<file path="config.mk">
export PLATFORM = sky130hd
export DESIGN_NAME = sdram_init_seq
export DESIGN_NICKNAME = d
export VERILOG_FILES = /design/src/rtl/sdram_init_pkg.sv /design/src/rtl/sdram_init_timer.sv /design/src/rtl/sdram_init_fsm.sv /design/src/rtl/sdram_init_cmd_enc.sv /design/src/rtl/sdram_init_seq.sv
export SDC_FILE = /design/constraint.sdc
export NUM_CORES = 1
export LEC_CHECK = 0
export ABC_AREA = 1
export BUFFER_PORTS_ARGS = -buffer_cell sky130_fd_sc_hd__buf_2
export CORE_MARGIN = 4
export CORE_UTILIZATION = 48
export DETAILED_ROUTE_END_ITERATION = 7
export PLACE_DENSITY = 0.77
export SYNTH_ARGS = -nofsm -noshare
export SYNTH_HDL_FRONTEND = slang
export SYNTH_HIERARCHICAL = 1
export SYNTH_SLANG_ARGS = --single-unit
</file>
<file path="constraint.sdc">
create_clock -name clk -period 2.2 [get_ports clk]
set_clock_uncertainty 0.2 [all_clocks]
set_input_delay 0.11 -clock clk [delete_from_list [all_inputs] [get_ports clk]]
set_output_delay 0.11 -clock clk [all_outputs]
set_load 0.02 [all_outputs]
</file>
<file path="src/rtl/sdram_init_pkg.sv">
package sdram_init_pkg;

  localparam int ADDR_W = 12;
  localparam int OP_W   = 11;

  // Opcode bits allowed through to the bus for each register load.
  localparam logic [OP_W-1:0] MODE_KEEP = 11'h27F;
  localparam logic [OP_W-1:0] EXT_KEEP  = 11'h07F;

  typedef enum logic [1:0] {
    CMD_NOP,
    CMD_PRE,
    CMD_REF,
    CMD_LOAD
  } cmd_e;

  typedef enum logic [2:0] {
    STEP_WAIT,
    STEP_PRE,
    STEP_REF1,
    STEP_REF2,
    STEP_MRS,
    STEP_EMRS,
    STEP_DONE
  } step_e;

  function automatic int cycles_for(input int ns, input int clk_ns);
    int c;
    c = (ns + clk_ns - 1) / clk_ns;
    return (c < 1) ? 1 : c;
  endfunction

endpackage

</file>
<file path="src/rtl/sdram_init_timer.sv">
module sdram_init_timer #(
  parameter int CW = 4,
  parameter logic [CW-1:0] RST_VAL = '0
) (
  input  logic          clk,
  input  logic          rst_n,
  input  logic          load,
  input  logic [CW-1:0] load_val,
  output logic          expired
);

  logic [CW-1:0] cnt;

  always_ff @(posedge clk) begin
    if (!rst_n) begin
      cnt <= RST_VAL;
    end else if (load) begin
      cnt <= load_val;
    end else if (cnt != '0) begin
      cnt <= cnt - 1'b1;
    end
  end

  assign expired = (cnt == '0);

  // an expired interval never re-arms by itself
  assert_timer_hold_R4: assert property (@(posedge clk) disable iff (!rst_n)
    (expired && !load) |=> expired);

endmodule

</file>
<file path="src/rtl/sdram_init_fsm.sv">
module sdram_init_fsm
  import sdram_init_pkg::*;
#(
  parameter int CW       = 4,
  parameter int TRP_CYC  = 2,
  parameter int TRFC_CYC = 8,
  parameter int TMRD_CYC = 2
) (
  input  logic          clk,
  input  logic          rst_n,
  input  logic          expired,
  output logic          tload,
  output logic [CW-1:0] tval,
  output step_e         step,
  output logic          fresh,
  output logic          init_done
);

  localparam logic [CW-1:0] TRP_M1  = CW'(TRP_CYC - 1);
  localparam logic [CW-1:0] TRFC_M1 = CW'(TRFC_CYC - 1);
  localparam logic [CW-1:0] TMRD_M1 = CW'(TMRD_CYC - 1);

  step_e step_nxt;

  always_comb begin
    step_nxt = step;
    tload    = 1'b0;
    tval     = '0;
    if (step != STEP_DONE && expired) begin
      step_nxt = step_e'(step + 3'd1);
      tload    = 1'b1;
      case (step_nxt)
        STEP_PRE:             tval = TRP_M1;
        STEP_REF1, STEP_REF2: tval = TRFC_M1;
        STEP_MRS, STEP_EMRS:  tval = TMRD_M1;
        default:              tval = '0;
      endcase
    end
  end

  always_ff @(posedge clk) begin
    if (!rst_n) begin
      step  <= STEP_WAIT;
      fresh <= 1'b0;
    end else begin
      step  <= step_nxt;
      fresh <= tload;
    end
  end

  assign init_done = (step == STEP_DONE);

  // steps only ever advance by one
  assert_step_order_R8: assert property (@(posedge clk) disable iff (!rst_n)
    (step != $past(step)) |-> (3'(step) == 3'($past(step) + 3'd1)));

  // completion is sticky
  assert_done_sticky_R7: assert property (@(posedge clk) disable iff (!rst_n)
    init_done |=> init_done);

endmodule

</file>
<file path="src/rtl/sdram_init_cmd_enc.sv">
module sdram_init_cmd_enc
  import sdram_init_pkg::*;
(
  input  cmd_e cmd,
  output logic cs_n,
  output logic ras_n,
  output logic cas_n,
  output logic we_n
);

  always_comb begin
    cs_n = 1'b0;
    unique case (cmd)
      CMD_PRE:  {ras_n, cas_n, we_n} = 3'b010;
      CMD_REF:  {ras_n, cas_n, we_n} = 3'b001;
      CMD_LOAD: {ras_n, cas_n, we_n} = 3'b000;
      default:  {ras_n, cas_n, we_n} = 3'b111;
    endcase
  end

endmodule

</file>
<file path="src/rtl/sdram_init_seq.sv">
module sdram_init_seq
  import sdram_init_pkg::*;
#(
  parameter int CLK_NS   = 10,
  parameter int PWRUP_NS = 100000,
  parameter int TRP_NS   = 18,
  parameter int TRFC_NS  = 80,
  parameter int TMRD_CYC = 2,
  parameter int DQM_W    = 2
) (
  input  logic              clk,
  input  logic              rst_n,
  input  logic [10:0]       mode_op,
  input  logic [10:0]       ext_op,
  output logic              cs_n,
  output logic              ras_n,
  output logic              cas_n,
  output logic              we_n,
  output logic              cke,
  output logic [11:0]       addr,
  output logic [DQM_W-1:0]  dqm,
  output logic              init_done
);

  localparam int PWR_CYC  = cycles_for(PWRUP_NS, CLK_NS);
  localparam int TRP_CYC  = cycles_for(TRP_NS, CLK_NS);
  localparam int TRFC_CYC = cycles_for(TRFC_NS, CLK_NS);
  localparam int MRD_CYC  = (TMRD_CYC < 1) ? 1 : TMRD_CYC;
  localparam int MAX_A    = (PWR_CYC > TRFC_CYC) ? PWR_CYC : TRFC_CYC;
  localparam int MAX_B    = (TRP_CYC > MRD_CYC) ? TRP_CYC : MRD_CYC;
  localparam int MAX_CYC  = (MAX_A > MAX_B) ? MAX_A : MAX_B;
  localparam int CW       = (MAX_CYC < 2) ? 1 : $clog2(MAX_CYC);
  localparam logic [CW-1:0] PWR_M1 = CW'(PWR_CYC - 1);

  logic          expired;
  logic          tload;
  logic [CW-1:0] tval;
  step_e         step;
  logic          fresh;
  cmd_e          cmd;

  sdram_init_timer #(.CW(CW), .RST_VAL(PWR_M1)) timer_i (
    .clk      (clk),
    .rst_n    (rst_n),
    .load     (tload),
    .load_val (tval),
    .expired  (expired)
  );

  sdram_init_fsm #(
    .CW       (CW),
    .TRP_CYC  (TRP_CYC),
    .TRFC_CYC (TRFC_CYC),
    .TMRD_CYC (MRD_CYC)
  ) fsm_i (
    .clk       (clk),
    .rst_n     (rst_n),
    .expired   (expired),
    .tload     (tload),
    .tval      (tval),
    .step      (step),
    .fresh     (fresh),
    .init_done (init_done)
  );

  always_comb begin
    cmd  = CMD_NOP;
    addr = '0;
    if (fresh) begin
      case (step)
        STEP_PRE: begin
          cmd  = CMD_PRE;
          addr = 12'h400;
        end
        STEP_REF1, STEP_REF2: cmd = CMD_REF;
        STEP_MRS: begin
          cmd  = CMD_LOAD;
          addr = {1'b0, mode_op & MODE_KEEP};
        end
        STEP_EMRS: begin
          cmd  = CMD_LOAD;
          addr = {1'b1, ext_op & EXT_KEEP};
        end
        default: begin
          cmd  = CMD_NOP;
          addr = '0;
        end
      endcase
    end
  end

  sdram_init_cmd_enc enc_i (
    .cmd   (cmd),
    .cs_n  (cs_n),
    .ras_n (ras_n),
    .cas_n (cas_n),
    .we_n  (we_n)
  );

  assign cke = 1'b1;
  assign dqm = {DQM_W{1'b1}};

  // precharge always targets every bank
  assert_pre_all_R3: assert property (@(posedge clk) disable iff (!rst_n)
    ({cs_n, ras_n, cas_n, we_n} == 4'b0010) |-> (addr == 12'h400));

  // mode-register load keeps its reserved bits clear
  assert_mrs_clean_R5: assert property (@(posedge clk) disable iff (!rst_n)
    ({cs_n, ras_n, cas_n, we_n} == 4'b0000 && !addr[11]) |->
      (!addr[10] && addr[8:7] == 2'b00));

  // extended load keeps bits 10:7 clear
  assert_emrs_clean_R6: assert property (@(posedge clk) disable iff (!rst_n)
    ({cs_n, ras_n, cas_n, we_n} == 4'b0000 && addr[11]) |->
      (addr[10:7] == 4'b0000));

  // once finished, only NOP reaches the bus
  assert_done_nop_R7: assert property (@(posedge clk) disable iff (!rst_n)
    init_done |-> ({cs_n, ras_n, cas_n, we_n} == 4'b0111 && addr == '0));

endmodule

</file>
# After elaboration in Yosys (flattened, before gate mapping)
# Index checks and enable logic that the tools add are counted.
dict set report word_totals {
  ff_bits 18
  inputBits 24
  output_inout_bits 20
  elab_cells 43
}
dict set report classes {
  n_addsub 2
  n_eq_ne 15
  mux 12
  n_reduce_logical 11
}
# op n
set op_table {}
lappend op_table {{$mux 14} 3}
lappend op_table {{$pmux 12 s3} 1}
lappend op_table {{$eq 3x3->1 const B} 5}
lappend op_table {{$logic_not 14->1} 1}
lappend op_table {{$reduce_bool 14->1} 1}
lappend op_table {{$sub 14x1->14 const B} 1}
lappend op_table {{$eq 3x2->1 const B} 4}
lappend op_table {{$mux 12} 1}
lappend op_table {{$reduce_or 2->1} 5}
lappend op_table {{$eq 3x1->1 const B} 2}
lappend op_table {{$pmux 2 s3} 1}
lappend op_table {{$pmux 3 s2} 1}
lappend op_table {{$reduce_or 3->1} 2}
lappend op_table {{$eq 2x2->1 const B} 2}
lappend op_table {{$mux 1} 4}
lappend op_table {{$add 3x1->3 const B} 1}
lappend op_table {{$ne 3x3->1 const B} 1}
lappend op_table {{$eq 2x1->1 const B} 1}
lappend op_table {{$mux 2} 1}
lappend op_table {{$reduce_bool 2->1} 1}
lappend op_table {{$logic_and 1x1->1} 1}

# Logic depth before layout (Yosys ltp)
# Gate-level depths: netlist of run 1.
dict set report logic_depth {
  ltp_word 7
  mapped_depth 14
  ltp_nobuf 14
}

# Hierarchy
# Netlist of run 1, hierarchy kept.
# mod instances cells_each area_each_um2 seq_area_each_um2
set modules_own_cells {}
lappend modules_own_cells {sdram_init_timer 1 148 930.9 280.3}
lappend modules_own_cells {sdram_init_fsm 1 51 370.4 80.1}
lappend modules_own_cells {sdram_init_seq 1 61 344.1 0.0}
lappend modules_own_cells {sdram_init_cmd_enc 1 5 22.5 0.0}

# Worst setup path before layout of run 1
# Ideal clock, no wire load.
dict set report synth_path {
  kind {reg-to-reg}
  start {register timer_i.cnt[0]}
  end {register timer_i.cnt[9]}
  setup_ns 0.122
  t_arrival_ns 1.813
  t_required_ns 1.878
  slack_ns 0.065
  path_stages_with_launch 14
  n_path_buf 1
  synth_period_minus_slack_ns 2.135
  path_cell_list {dfxtp_1 -> inv_1 -> ha_1 -> nand2_2 -> nor2_4 -> nand3_4 -> nor2_8 -> nand2_4 -> inv_2 -> inv_1 -> buf_2 -> or2_2 -> nand3_1 -> nand2_1}
}
dict set report synth_via {
  elab_chain_cells 4
  word_cells_on_any_way 8
  classes_between {add/sub (1); mux (3); reduce/logical (4)}
}
# element line
set synth_rtl {}
lappend synth_rtl {{start, declared} sdram_init_timer.sv:12} ;# logic [CW-1:0] cnt;
lappend synth_rtl {{start signal, assigned} sdram_init_timer.sv:18} ;# cnt <= load_val;
lappend synth_rtl {{start signal, assigned} sdram_init_timer.sv:20} ;# cnt <= cnt - 1'b1;
lappend synth_rtl {{$logic_not 14->1 (*)} sdram_init_timer.sv:24} ;# assign expired = (cnt == '0);
lappend synth_rtl {{via expired} sdram_init_seq.sv:35} ;# logic expired;
lappend synth_rtl {{$logic_and 1x1->1 (*)} sdram_init_fsm.sv:29} ;# if (step != STEP_DONE && expired) begin
lappend synth_rtl {{$mux 1 (*)} sdram_init_fsm.sv:29}
lappend synth_rtl {{via tload} sdram_init_seq.sv:36} ;# logic tload;
lappend synth_rtl {{$mux 14 / $reduce_bool 2->1 (equally long branches)} -}
# Mark *: on every way through the listed nets, which the timed path passes. The rest lies on a longest branch. The select of a mux whose other input is x is not followed.
# A chain may end at the register's enable or synchronous reset.

# Worst setup path in the final report of run 1
dict set report layout_path {
  start {register timer_i.cnt[6]}
  end {register timer_i.cnt[0]}
}
dict set report layout_via {
  elab_chain_cells 4
  word_cells_on_any_way 7
  classes_between {mux (3); reduce/logical (4)}
}
# element line
set layout_rtl {}
lappend layout_rtl {{$logic_not 14->1} sdram_init_timer.sv:24}
lappend layout_rtl {{via expired} sdram_init_seq.sv:35}
lappend layout_rtl {{$logic_and 1x1->1} sdram_init_fsm.sv:29}
lappend layout_rtl {{$mux 14} sdram_init_fsm.sv:29}
lappend layout_rtl {{via tval[0]} sdram_init_seq.sv:37} ;# logic [CW-1:0] tval;
lappend layout_rtl {{$mux 14} sdram_init_timer.sv:17} ;# end else if (load) begin
# The timed path passes the listed nets, and every way through them passes these cells.

==> results of run 1 <==
==> cells in the final DEF, fill, tap and decap left out <==
master          n
ha_1            6
and2_1          1
buf_2          30
inv_2           6
buf_4          16
nand2_2         3
a21oi_1         6
o21ai_1         3
nand3_4         1
ha_4            1
xnor2_1         1
nor2_1         33
nor2_4          3
nand2_4         3
inv_4           1
nand3_1        22
clkbuf_4        3
nand4_2         1
nand2_8         1
nor2_8          1
nand4_1         7
dfxtp_2         1
nand2_1        61
or2_2           4
o211ai_1        3
inv_1          31
dfxtp_1        17
xor2_1          1
conb_1         17
a21oi_2         1
o21bai_1        1
nand3b_1        1
o21ai_0        10
dlygate4sd3_1   1
nor2_2          5
==> metal layers <==
metal | share of wire [%] | vias up | GRT usage [%]
li1 | - | 865 | -
met1 | 46 | 676 | 19.2
met2 | 45 | 43 | 30.3
met3 | 7.6 | 4 | 3.04
met4 | 1.4 | 0 | 6.33
met5 | 0 | - | 0
==> synth_stat cells (all sizes together) <==
cell type / count
o211ai: 3
and2: 1
nand3: 23
a21oi: 7
dfxtp: 18
o21bai: 1
o21ai: 13
buf: 22
inv: 38
nand4: 8
xnor2: 1
or2: 4
nand2: 68
nor2: 42
clkbuf: 3
nand3b: 1
ha: 7
xor2: 1
conb: 4
==> timing repair <==
action / in CTS / in global routing
endpoints found under the hold margin: 12 / 0
setup buffers: 0 / 1
hold buffers: 1 / 0
gates resized for setup: 0 / 9
endpoints found under the setup margin: 0 / 11
==> worst min-delay path, cell delays in order, from the launching register on <==
cell	delay [ps]
dfxtp_2	340
inv_2	70
o21ai_1	70
==> power breakdown <==
group / switching (uW) / leakage, uW / total (uW) / internal [uW]
clock network: 105 / 0.0000138 / 169 / 63.8
logic: 33.9 / 0.000937 / 58.0 / 24.1
registers: 3.22 / 0.000146 / 334 / 331
total: 142 / 0.00110 / 561 / 419
==> per-stage QoR <==
stage / power, uW / setup WS [ps]
floorplan: 392 / 65.0
global placement: 391 / 89.8
detailed placement: 392 / 71.9
CTS: 562 / 44.8
global route: 588 / 0.541
finish: 561 / 162
==> flip-flops by register name, summed over array words and instances (netlist names) <==
| signal | count |
|---|---|
| fsm_i/step | 3 |
| fsm_i/fresh | 1 |
| timer_i/cnt | 14 |
==> final timing paths <==
path / slack (ps) / cells past startpoint / end / startpoint
max reg2reg: 160 / 14 / timer_i/cnt[0] / timer_i/cnt[6]
min reg2reg: 310 / 2 / timer_i/cnt[1] / timer_i/cnt[1]
max: 160 / 14 / timer_i/cnt[0] / timer_i/cnt[6]
min: 310 / 2 / timer_i/cnt[1] / timer_i/cnt[1]
==> cell type report <==
class	instances	area, sq um
inverter	38	145
fill	345	1420
timing repair buffer	47	280
multi-input combinational	197	1050
sequential	18	362
tap	46	57.6
clock buffer	3	22.5
==> cells by family (layout without fill, tap and decap cells) <==
| kind of cell | after synthesis | count (layout) | synth area share (%) |
|---|---|---|---|
| simple gates | 147 | 147 | 43.8 |
| buf+inv | 63 | 88 | 19.4 |
| compound gates | 24 | 24 | 8.03 |
| flops | 18 | 18 | 21.6 |
| fa+ha+maj | 7 | 7 | 5.25 |
| other cells | 4 | 17 | 0.900 |
| xor+xnor | 2 | 2 | 1.05 |
==> results.sh, run 1 <==
export IMPL_status="finished clean"
export IMPL_hold_ws_ps=307
export IMPL_drv_slew=0
export IMPL_drt_first_iter_violations=35
export IMPL_num_rows=21
export IMPL_antennaDiodeCount=0
export IMPL_firstDrtPassIters=4
export IMPL_critPathMaxStageDelay_ps=360
export IMPL_syn_inst=265
export IMPL_arrival_ps=2080
export IMPL_cts_made_buffers=3
export IMPL_crit_path_frequent_cell="nand2_1"
export IMPL_grt_pass1_vias=1406
export IMPL_fin_util_pct=57.4
export IMPL_cp_buffers_inverters=1
export IMPL_place_gp_congestion=0.862
export IMPL_cts_sinks=18
export IMPL_synth_area_top_cells="dfxtp_1 22%, nand2_1 14%, buf_4 9.0%"
export IMPL_grt_setup_unrepaired="no"
export IMPL_setup_viol=0
export IMPL_crit_family="simple AND/OR/NAND/NOR gates"
export IMPL_crit_required_ps=2240
export IMPL_max_freq_mhz=491
export IMPL_port_buffers=30
export IMPL_hold_violations=0
export IMPL_setup_tns_ps=0
export IMPL_critPathCaptureType="flop"
export IMPL_synth_top_area_cell="dfxtp_1"
export IMPL_min_path_type="flop to flop"
export IMPL_start_util_pct=50.0
export IMPL_grt_pass1_wl_mm=5.91
export IMPL_netlist_area_sq_mm=0.00167
export IMPL_ys_seq_elements=18
export IMPL_peakVddDrop_uv=286
export IMPL_finish_instance_area_sq_mm=0.00192
export IMPL_drive_gt1_share_pct=26.7
export IMPL_dp_cells=344
export IMPL_viasPerCell=4.55
export IMPL_worstSkewPairLatency_ps=300
export IMPL_layout_cells_non_filler=349
export IMPL_drc_errors=0
export IMPL_fp_dieH_microns=66.9
export IMPL_cts_htree_levels=1
export IMPL_crit_type="flop to flop"
export IMPL_clockBufferDepth=2
export IMPL_core_area_sq_mm=0.00334
export IMPL_placed_cell_area_sq_mm=0.00186
export IMPL_fp_dieArea_sq_mm=0.00448
export IMPL_clk_pin_slew_worst_paths_ps=110
export IMPL_drt_antenna_violating_nets=0
export IMPL_place_hpwl_mm=2.71
export IMPL_routed_wirelength_mm=3.50
export IMPL_ys_warn_count=6
export IMPL_cp_max_fo=4
export IMPL_grt_use_total_pct=16.7
export IMPL_grt_ovfl_total=0
export IMPL_fp_dieW_microns=66.9
export IMPL_fin_crit_sh_pct=92.6
export IMPL_startpoint_type="flop"
export IMPL_synth_cell_types=33
export IMPL_powerDensity_mw_per_mm2=293
export IMPL_finish_net_count=336
export IMPL_cap_viol_max_count=0
export IMPL_layout_min_cycle_time_ps=2040
export IMPL_grt_max_degree=19
export IMPL_num_vias=1588
export IMPL_cts_tree="yes"
export IMPL_ios=44
export IMPL_grt_antenna_before_repair=0
export IMPL_cts_root_buf="clkbuf_4"
export IMPL_crit_slowest_cell="dfxtp_1"
export IMPL_p_leak_uw=0.00110
export IMPL_ys_seq_area_share_pct=21.6
export IMPL_avgSynthCellArea_sq_um=6.29
export IMPL_syn2layout_area_growth_pct=14.9
export IMPL_synth_top_area_share_pct=21.6
export IMPL_wl_per_cell_microns=10.0
export IMPL_path_cells="nor2_2 -> nand2_1 -> nor2_4 -> nand3_4 -> nor2_8 -> nand2_4 -> buf_4 -> a21oi_2 -> nand2_1 -> nand2_1 -> nand2_1 -> o21ai_0 -> a21oi_1 -> o21ai_1"
No activity file was read; power rests on OpenSTA's default activity.
==> inputs of run 2 (changes only) <==
--- a/config.mk
+++ b/config.mk
@@ -7,10 +7,11 @@
 export LEC_CHECK = 0
 export ABC_AREA = 1
 export BUFFER_PORTS_ARGS = -buffer_cell sky130_fd_sc_hd__buf_2
+export CORE_ASPECT_RATIO = 1.5
 export CORE_MARGIN = 4
 export CORE_UTILIZATION = 48
 export DETAILED_ROUTE_END_ITERATION = 7
-export PLACE_DENSITY = 0.77
+export PLACE_DENSITY = 0.87
 export SYNTH_ARGS = -nofsm -noshare
 export SYNTH_HDL_FRONTEND = slang
 export SYNTH_HIERARCHICAL = 1
==> results.sh, run 2 (synthesized netlist as in run 1, its figures left out) <==
export IMPL_cap_viol_max_count=0
export IMPL_top_regs="timer_i/cnt (14), fsm_i/step (3), fsm_i/fresh (1)"
export IMPL_drt_antenna_violating_nets=0
export IMPL_cts_htree_levels=1
export IMPL_min_path_type="flop to flop"
export IMPL_fin_crit_sh_pct=94.3
export IMPL_max_freq_mhz=482
export IMPL_drive_gt1_share_pct=25.2
export IMPL_fp_dieH_microns=80.2
export IMPL_layout_common_cells="61 x nand2_1, 33 x inv_1, 33 x nor2_1"
export IMPL_clk_pin_slew_worst_paths_ps=70
export IMPL_final_common_cell="nand2_1"
export IMPL_grt_pass1_vias=1513
export IMPL_grt_ovfl_total=0
export IMPL_fin_util_pct=57.1
export IMPL_r2r_end="timer_i/cnt[9]"
export IMPL_place_gp_congestion=0.905
export IMPL_ios=44
export IMPL_cts_sinks=18
export IMPL_status="finished clean"
export IMPL_drv_slew=0
export IMPL_num_vias=1661
export IMPL_fp_dieArea_sq_mm=0.00450
export IMPL_place_ws_ps=32.1
export IMPL_cp_max_fo=10
export IMPL_grt_pass1_wl_mm=6.40
export IMPL_arrival_ps=2030
export IMPL_viasPerCell=4.84
export IMPL_rrSetupSlack_ps=130
export IMPL_whs_endpoint="timer_i/cnt[1]"
export IMPL_syn2layout_area_growth_pct=15.9
export IMPL_wl_per_cell_microns=11.3
export IMPL_finish_net_count=333
export IMPL_placed_cell_area_sq_mm=0.00183
export IMPL_num_rows=26
export IMPL_antennaDiodeCount=0
export IMPL_peakVddDrop_uv=187
export IMPL_port_buffers=30
export IMPL_crit_type="flop to flop"
export IMPL_grt_use_total_pct=17.6
export IMPL_cts_tree="yes"
export IMPL_finish_instance_area_sq_mm=0.00193
export IMPL_fp_dieW_microns=56.1
export IMPL_cts_made_buffers=3
export IMPL_grt_antenna_before_repair=0
export IMPL_hold_violations=0
export IMPL_core_area_sq_mm=0.00338
export IMPL_firstDrtPassIters=6
export IMPL_worstRegToRegCells=11
export IMPL_drc_errors=0
export IMPL_drt_first_iter_violations=104
export IMPL_min_from="timer_i/cnt[1]"
export IMPL_hold_depth=2
export IMPL_place_hpwl_mm=3.01
export IMPL_p_total_uw=669
export IMPL_start_util_pct=49.3
export IMPL_crit_required_ps=2150
export IMPL_critPathCaptureType="flop"
export IMPL_startpoint_type="flop"
export IMPL_powerDensity_mw_per_mm2=346
export IMPL_setup_viol=0
export IMPL_top_register="timer_i/cnt"
export IMPL_largest_reg_flops=14
export IMPL_cts_root_buf="clkbuf_8"
export IMPL_p_leak_uw=0.00109
export IMPL_grt_max_degree=22
export IMPL_routed_wirelength_mm=3.89
export IMPL_clockBufferDepth=2
export IMPL_layout_min_cycle_time_ps=2070
export IMPL_reg2reg_from="timer_i/cnt[4]"
export IMPL_setup_slack_ps=126
export IMPL_worstSkewPairLatency_ps=260
export IMPL_setup_tns_ps=0
-- run 2: cell count changes in the layout (fill, tap and decap cells not counted) --
| cell | before | now |
|---|---|---|
| nand4_4 | 0 | 1 |
| o21ai_0 | 10 | 11 |
| clkbuf_4 | 3 | 0 |
| clkbuf_8 | 0 | 4 |
| dfxtp_1 | 17 | 18 |
| inv_2 | 6 | 4 |
| dfxtp_2 | 1 | 0 |
| nand4_2 | 1 | 0 |
| buf_4 | 16 | 13 |
| inv_1 | 31 | 33 |
| o21ai_1 | 3 | 2 |
| nor2_4 | 3 | 4 |
| nor2_2 | 5 | 4 |
-- run 2: critical path, cell delays in order, from the launching register on --
cell and delay (ps):
dfxtp_1 340, nor2_2 150, nand2_1 110, nor2_4 150
nand3_4 110, nor2_8 160, nand2_4 60, inv_2 50
inv_1 160, or2_2 320, nand3_1 90, nand2_1 50
-- run 2: stage by stage --
stage,std cells,hold WS (ps)
final,343,306
after global routing,343,327
after CTS,342,283
after detailed placement,337,218
after global placement,337,218
after floorplan,278,22.2
-- run 2: per-layer routing --
layer  track usage, %  share of wire, %
met5                0                 0
met4             9.98               3.0
met3             1.93               6.2
met2             35.6                54
met1             16.4                37
-- run 2: timing repair --
action / in CTS / in global routing
endpoints found under the hold margin: 6 / 0
hold buffers: 1 / 0
resized for setup: 0 / 7
buffers inserted: 0 / 1
setup endpoints to repair: 0 / 11
-- run 2: how the worst max path moves through the flow --
stage	from	endpoint	slack [ps]	cells after the start
after floorplan	timer_i/cnt[0]	timer_i/cnt[9]	60	13
after global placement	timer_i/cnt[0]	timer_i/cnt[1]	80	12
after detailed placement	timer_i/cnt[0]	timer_i/cnt[1]	30	12
after CTS	timer_i/cnt[0]	timer_i/cnt[0]	20	12
after global routing	timer_i/cnt[1]	timer_i/cnt[0]	-20	15
final	timer_i/cnt[4]	timer_i/cnt[9]	130	11
-- run 2: cell type report --
class	count	area, sq um
clock buffer	4	55.1
fill	301	1450
inverter	38	145
multi-input combinational	197	1060
sequential	18	360
tap	42	52.6
timing repair buffer	44	258
-- run 2: where the power goes --
part / internal, uW / switching [uW]
combinational: 24.8 / 35.1
sequential: 330 / 3.18
clock: 159 / 117
total: 514 / 155
